[src/rtl/cap_pkg.sv]
package cap_pkg;

  localparam logic [1:0] MODE_SINGLE = 2'd0;
  localparam logic [1:0] MODE_INCR   = 2'd1;
  localparam logic [1:0] MODE_IMMED  = 2'd2;

  typedef enum logic [2:0] {
    ST_IDLE,
    ST_FILL,
    ST_ARMED,
    ST_CAPTURE,
    ST_DONE
  } capState_t;

  typedef struct packed {
    logic wrEn;
    logic clrPtr;
    logic markTrig;
  } strobe_t;

endpackage

[src/rtl/cap_ctrl.sv]
module cap_ctrl
  import cap_pkg::*;
#(
  parameter int DEPTH = 16,
  parameter int AW    = $clog2(DEPTH)
) (
  input  logic          clk,
  input  logic          rstN,
  input  logic          cfgWr,
  input  logic [1:0]    cfgMode,
  input  logic [AW:0]   cfgTrigPos,
  input  logic          startCmd,
  input  logic          trigIn,
  output strobe_t       strb,
  output logic [AW-1:0] trigPos,
  output logic          done
);
  localparam int CW = AW + 1;

  capState_t     state;
  logic [1:0]    modeR;
  logic [AW-1:0] posR;
  logic [CW-1:0] cnt;
  logic [AW-1:0] clampPos;
  logic [CW-1:0] postLen;
  logic          cfgOpen;
  logic          trigFree;

  assign clampPos = (cfgTrigPos >= CW'(DEPTH)) ? AW'(DEPTH - 1) : cfgTrigPos[AW-1:0];
  assign postLen  = CW'(DEPTH - 1) - {1'b0, posR};
  assign cfgOpen  = (state == ST_IDLE) || (state == ST_DONE);
  assign trigFree = (modeR == MODE_INCR) || (modeR == MODE_IMMED);

  always_ff @(posedge clk or negedge rstN) begin
    if (!rstN) begin
      state <= ST_IDLE;
      modeR <= MODE_SINGLE;
      posR  <= AW'(DEPTH / 2);
      cnt   <= '0;
    end else begin
      if (cfgWr && cfgOpen) begin
        modeR <= cfgMode;
        posR  <= clampPos;
      end
      case (state)
        ST_IDLE: if (startCmd) begin
          if (trigFree) begin
            state <= ST_CAPTURE;
            cnt   <= CW'(DEPTH);
          end else if (posR == '0) begin
            state <= ST_ARMED;
          end else begin
            state <= ST_FILL;
            cnt   <= {1'b0, posR};
          end
        end
        ST_FILL: begin
          cnt <= cnt - 1'b1;
          if (cnt == CW'(1)) state <= ST_ARMED;
        end
        ST_ARMED: if (trigIn) begin
          if (postLen == '0) begin
            state <= ST_DONE;
          end else begin
            state <= ST_CAPTURE;
            cnt   <= postLen;
          end
        end
        ST_CAPTURE: if (strb.wrEn) begin
          cnt <= cnt - 1'b1;
          if (cnt == CW'(1)) state <= ST_DONE;
        end
        ST_DONE: if (startCmd) state <= ST_IDLE;
        default: state <= ST_IDLE;
      endcase
    end
  end

  always_comb begin
    strb.wrEn     = (state == ST_FILL) || (state == ST_ARMED) ||
                    ((state == ST_CAPTURE) && ((modeR != MODE_INCR) || trigIn));
    strb.clrPtr   = (state == ST_IDLE) && startCmd;
    strb.markTrig = (state == ST_ARMED) && trigIn;
  end

  assign trigPos = posR;
  assign done    = (state == ST_DONE);

endmodule

[src/rtl/cap_datapath.sv]
module cap_datapath
  import cap_pkg::*;
#(
  parameter int DATA_W = 8,
  parameter int DEPTH  = 16,
  parameter int AW     = $clog2(DEPTH)
) (
  input  logic              clk,
  input  logic              rstN,
  input  strobe_t           strb,
  input  logic [AW-1:0]     trigPos,
  input  logic [DATA_W-1:0] probeIn,
  input  logic [AW-1:0]     rdAddr,
  output logic [DATA_W-1:0] rdData
);
  logic [DATA_W-1:0] mem [DEPTH];
  logic [AW-1:0]     wrPtr;
  logic [AW-1:0]     startPtr;
  logic [AW-1:0]     rdIdx;

  assign rdIdx = startPtr + rdAddr;

  always_ff @(posedge clk or negedge rstN) begin
    if (!rstN) begin
      wrPtr    <= '0;
      startPtr <= '0;
    end else if (strb.clrPtr) begin
      wrPtr    <= '0;
      startPtr <= '0;
    end else begin
      if (strb.markTrig) startPtr <= wrPtr - trigPos;
      if (strb.wrEn)     wrPtr    <= wrPtr + 1'b1;
    end
  end

  always_ff @(posedge clk) begin
    if (strb.wrEn) mem[wrPtr] <= probeIn;
    rdData <= mem[rdIdx];
  end

endmodule

[src/rtl/pretrig_capture.sv]
module pretrig_capture
  import cap_pkg::*;
#(
  parameter int DATA_W = 8,
  parameter int DEPTH  = 16
) (
  input  logic                     clk,
  input  logic                     rstN,
  input  logic                     cfgWr,
  input  logic [1:0]               cfgMode,
  input  logic [$clog2(DEPTH):0]   cfgTrigPos,
  input  logic                     startCmd,
  input  logic                     trigIn,
  input  logic [DATA_W-1:0]        probeIn,
  output logic                     done,
  input  logic [$clog2(DEPTH)-1:0] rdAddr,
  output logic [DATA_W-1:0]        rdData
);
  localparam int AW = $clog2(DEPTH);

  strobe_t       strb;
  logic [AW-1:0] trigPos;

  cap_ctrl #(.DEPTH(DEPTH), .AW(AW)) u_ctrl (
    .clk(clk), .rstN(rstN), .cfgWr(cfgWr), .cfgMode(cfgMode),
    .cfgTrigPos(cfgTrigPos), .startCmd(startCmd), .trigIn(trigIn),
    .strb(strb), .trigPos(trigPos), .done(done)
  );

  cap_datapath #(.DATA_W(DATA_W), .DEPTH(DEPTH), .AW(AW)) u_dp (
    .clk(clk), .rstN(rstN), .strb(strb), .trigPos(trigPos),
    .probeIn(probeIn), .rdAddr(rdAddr), .rdData(rdData)
  );

endmodule

[config.mk]
export PLATFORM = sky130hd
export DESIGN_NAME = pretrig_capture
export DESIGN_NICKNAME = d
export VERILOG_FILES = /design/src/rtl/cap_pkg.sv /design/src/rtl/cap_ctrl.sv /design/src/rtl/cap_datapath.sv /design/src/rtl/pretrig_capture.sv
export SDC_FILE = /design/constraint.sdc
export NUM_CORES = 1
export LEC_CHECK = 0
export CORE_UTILIZATION = 40
export CTS_CLUSTER_DIAMETER = 40
export DETAILED_ROUTE_END_ITERATION = 16
export PLACE_DENSITY = 0.6
export SETUP_SLACK_MARGIN = 0.3
export SLEW_MARGIN = 20
export SYNTH_ARGS = -nofsm -noshare
export SYNTH_HDL_FRONTEND = slang
export SYNTH_SLANG_ARGS = --single-unit
[constraint.sdc]
create_clock -name clk -period 6.1 [get_ports clk]
set_input_delay 0.61 -clock clk [delete_from_list [all_inputs] [get_ports clk]]
set_output_delay 0.61 -clock clk [all_outputs]
set_load 0.005 [all_outputs]
==> results.txt <==
- After synthesis, the cell types taking the most area are sky130_fd_sc_hd__edfxtp_1, sky130_fd_sc_hd__mux4_2, sky130_fd_sc_hd__dfrtp_1.
- Avg WL per Cell: 19.6 um
- Final critical-path required period: 2640 ps
* Final total power: 3.97 mW
- The first global-routing pass estimated between 20,000 and 25,000 um of wire.
* Maximum fanout along the worst path: 32
- Instance count of the mapped netlist: 393
* Simple-gate area share of the yosys netlist: 0.0672
- Total half-perimeter wirelength after legalization and detailed placement: roughly 8000 um
* Number of gates resized after CTS: 0
- The worst setup path is of the in -> reg kind.
* DR vias: 3,485
- In the finished design, the share of the clock period the worst path needs comes to 0.433.
- Number of flops mapped to enable cells by yosys: between 100 and 150
- Clock latency at the later pin of the worst-skew pair: 430 ps
- Required time reported for the critical path endpoint: ~6400 ps
- Final antenna-violating net count: 0
- Top-count cell post-synth: sky130_fd_sc_hd__edfxtp_1
- Async set or reset register ratio after synthesis: 0.139
- Share of the synthesized area in the top cell type: 0.577
- Critical Path AT: around 3000 ps
- Relative to the synthesized area, the layout overhead comes to 16.7%.
- Aggregate negative setup slack: 0 ps
* Slack of the worst reg-to-reg path: 3730 ps
* CTS sink cnt: 158
* Antenna violations before repair: 0
- Of the total synthesized cell area, the portion taken by full adders, half adders and majority gates is 0.0304.
- Buffer levels on the longest clock path: 2
- Setup repair after global routing left no endpoint under its margin.
- Library cell used as clock root buffer: sky130_fd_sc_hd__clkbuf_16
- Setup violations remaining at the end of the flow were counted as 0.
- The worst register-to-register path ends at u_dp.rdData[5]$_DFF_P_.
* Capturing instance or port of the critical path: u_dp.rdData[5]$_DFF_P_
- The floorplan step defined a die boundary enclosing 0.0172 mm^2.
- Across the run, the number of max-cap violations was 0.
* List of most frequent post-synthesis cells: sky130_fd_sc_hd__edfxtp_1, sky130_fd_sc_hd__mux4_2, sky130_fd_sc_hd__mux2i_1
* Mapped Avg Cell Area: between 15 and 20 um^2
- TritonCTS built the clock tree.
- Clock transition at path regs: 60 ps
- Dividing total power by cell area gives a power density of 510 mW/mm^2.
* Relative slew slack: 0.337
- Summing all multi-input logic gate instances after layout gives 0.00200 mm^2.
- Number of CTS-inserted buffers: 17
- Delay of the slowest cell on the worst path: 510 ps
- Most common flop cell mapped by yosys: sky130_fd_sc_hd__edfxtp_1
* IO Port Bufs: 32
- For this block, the initial DRC count from the detailed router was 297.
* Fraction of final layout cells sized beyond drive strength 1: 0.160
- Startpoint Class: input pin
- The die is 131 um wide.
- Residual DRC: 0
- Mux contribution to synthesized area: 0.149
* Total number of nets in the final design: 471
- The min-delay analysis places its worst path in the category in -> async.
- Tracing the worst setup path back leads to its startpoint at rdAddr[0].
- Cts-stage hold buffer count: 0
- Routability congestion estimate: between 0.7 and 0.8
- The initialized floorplan defines 46 standard-cell rows.
- CTS H-Tree Depth: 4
* Syn Nets: between 400 and 500
- In this run the standard cell core region covers ~0.016 mm^2.
* Io pins: 33
- Crit path capture type: flop
* Count of final hold-check violations: 0
- Dividing the detail-routed via count by the number of cells gives around 5.3.
* Worst slew pin tran: 980 ps
- The biggest area contributor in the post-synthesis netlist is sky130_fd_sc_hd__edfxtp_1.
* Sequential element share of the synthesized area: 0.683
- Antenna cells: 0
- The sequential cells in the finished layout cover a total of 0.00456 mm^2.
- Complex-gate fraction of the synthesized area: 0.0434
* Count of yosys warnings during synthesis: 0
- Cell-by-cell listing of the critical path: clkdlybuf4s50_1, ha_2, fa_1, buf_4, mux4_2, mux2i_1, mux2i_1
* Synthesis-stage register bit count: 158
* Most repeated library cell on the critical path: sky130_fd_sc_hd__mux2i_1
- Max-slew violations: 0
* Reg2reg start: u_dp.startPtr[0]$_DFFE_PN0P_
- DRT Pass-1 Iters: 4
- The number of cells on the worst reg-to-reg path is 6.
- FMAX: 0.379 GHz
- Layout fillers: 1,341
- Initial Utilization: 0.415
* Critical path's slowest cell: sky130_fd_sc_hd__fa_1
- Post-CTS timing repair inserted 0 buffers for setup.
- Entering global routing, the biggest net connects 33 pins.
- Combinational family with the most area after synthesis: multiplexers
* Worst-case vdd ir drop: 239 uV
- After global routing the overflow that remains totals 0.
- Maximum clock skew at final layout: roughly 16 ps
* Global Route Usage Sum: 0.170
- In this run the static leakage power is roughly 2.7 nW.
- The via count of the first global-routing pass came to 3,602.
- The final layout contains routed wiring with a total length of 12,900 um.
* Netlist cell types: 52
- The run finished with clean final reports.
* Xor and xnor area share after synthesis: 0.00920
* Cell area after technology mapping: approximately 0.0067 mm^2
- In this run the vertical extent of the chip is between 100 and 150 um.
==> power by group <==
part	switching, mW	leakage, nW	internal [mW]	total [mW]
clock network	0.424	0.261	0.586	1.01
logic	0.741	0.966	0.678	1.42
registers	0.139	1.50	1.40	1.54
==> worst max-delay path: cells and delay by family <==
family     cells  cell delay [ps]
fa+ha+maj      2              720
buf+inv        2              840
mux            3              760
==> through the flow <==
stage	hold WS [ps]	std cells	instance area, um^2	setup WS [ps]	utilization
detailed placement	482	629	7220	2960	0.450
global route	183	661	7780	3360	0.485
CTS	494	661	7790	3420	0.485
global placement	481	629	7220	2960	0.450
finish	152	661	7780	3460	0.485
floorplan	314	393	6670	3570	-
==> final cells by class <==
class,instances,share of cell area
clock buffers,21,0.0592
clock inverters,11,0.0137
inverters,11,0.00531
multi-input cells,208,0.257
flip-flops and latches,158,0.585
well taps,216,0.0347
repair buffers,36,0.0444
==> logic make-up (layout without fill, tap and decap cells) <==
logic type,count (synthesis),in the layout
AND/OR/NAND/NOR,82,82
AO/OA/AOI/OAI,45,45
multiplexers,59,59
XOR/XNOR,7,7
flip-flops,158,158
buffers and inverters,27,79
adder cells (fa/ha/maj),15,15
==> routing by layer <==
metal  vias to the layer above  wire, um  GRT usage
li1                       1627         -          -
met1                      1780      5520      0.200
met2                        71      6820      0.295
met3                         7       508     0.0528
met4                         0        91     0.0541
met5                         -         0          0
==> sequential cells by signal (all words and copies together) (netlist names) <==
name / flops
u_ctrl.modeR: 2
u_ctrl.trigPos: 4
u_dp.startPtr: 4
u_dp.wrPtr: 4
u_ctrl.state: 3
u_ctrl.cnt: 5
u_dp.rdData: 8
u_dp.mem: 128
==> how the worst min path moves through the flow <==
stage / depth (start not counted) / endpoint / start
2_1_floorplan: 0 / u_ctrl.cnt[0]$_DFFE_PN0P_ / rstN
3_3_place_gp: 2 / u_dp.startPtr[2]$_DFFE_PN0P_ / u_dp.startPtr[2]$_DFFE_PN0P_
3_5_place_dp: 2 / u_dp.startPtr[2]$_DFFE_PN0P_ / u_dp.startPtr[2]$_DFFE_PN0P_
4_1_cts: 2 / u_dp.startPtr[2]$_DFFE_PN0P_ / u_dp.startPtr[2]$_DFFE_PN0P_
5_1_grt: 1 / u_ctrl.trigPos[1]$_DFFE_PN0P_ / rstN
6_report: 1 / u_ctrl.trigPos[1]$_DFFE_PN0P_ / rstN
==> placed cells by master (no fill, tap or decap), types with 8 or more instances in the layout <==
cell and count:
sky130_fd_sc_hd__edfxtp_1 128, sky130_fd_sc_hd__mux4_2 32, sky130_fd_sc_hd__clkdlybuf4s50_1 31, sky130_fd_sc_hd__mux2i_1 26
sky130_fd_sc_hd__dfrtp_1 21, sky130_fd_sc_hd__nor2_1 18, sky130_fd_sc_hd__and2_1 17, sky130_fd_sc_hd__clkbuf_16 17
sky130_fd_sc_hd__o21ai_0 14, sky130_fd_sc_hd__nand2_1 13, sky130_fd_sc_hd__ha_1 12, sky130_fd_sc_hd__inv_1 10
sky130_fd_sc_hd__dfxtp_1 8
(Power assumes the default switching activity.)
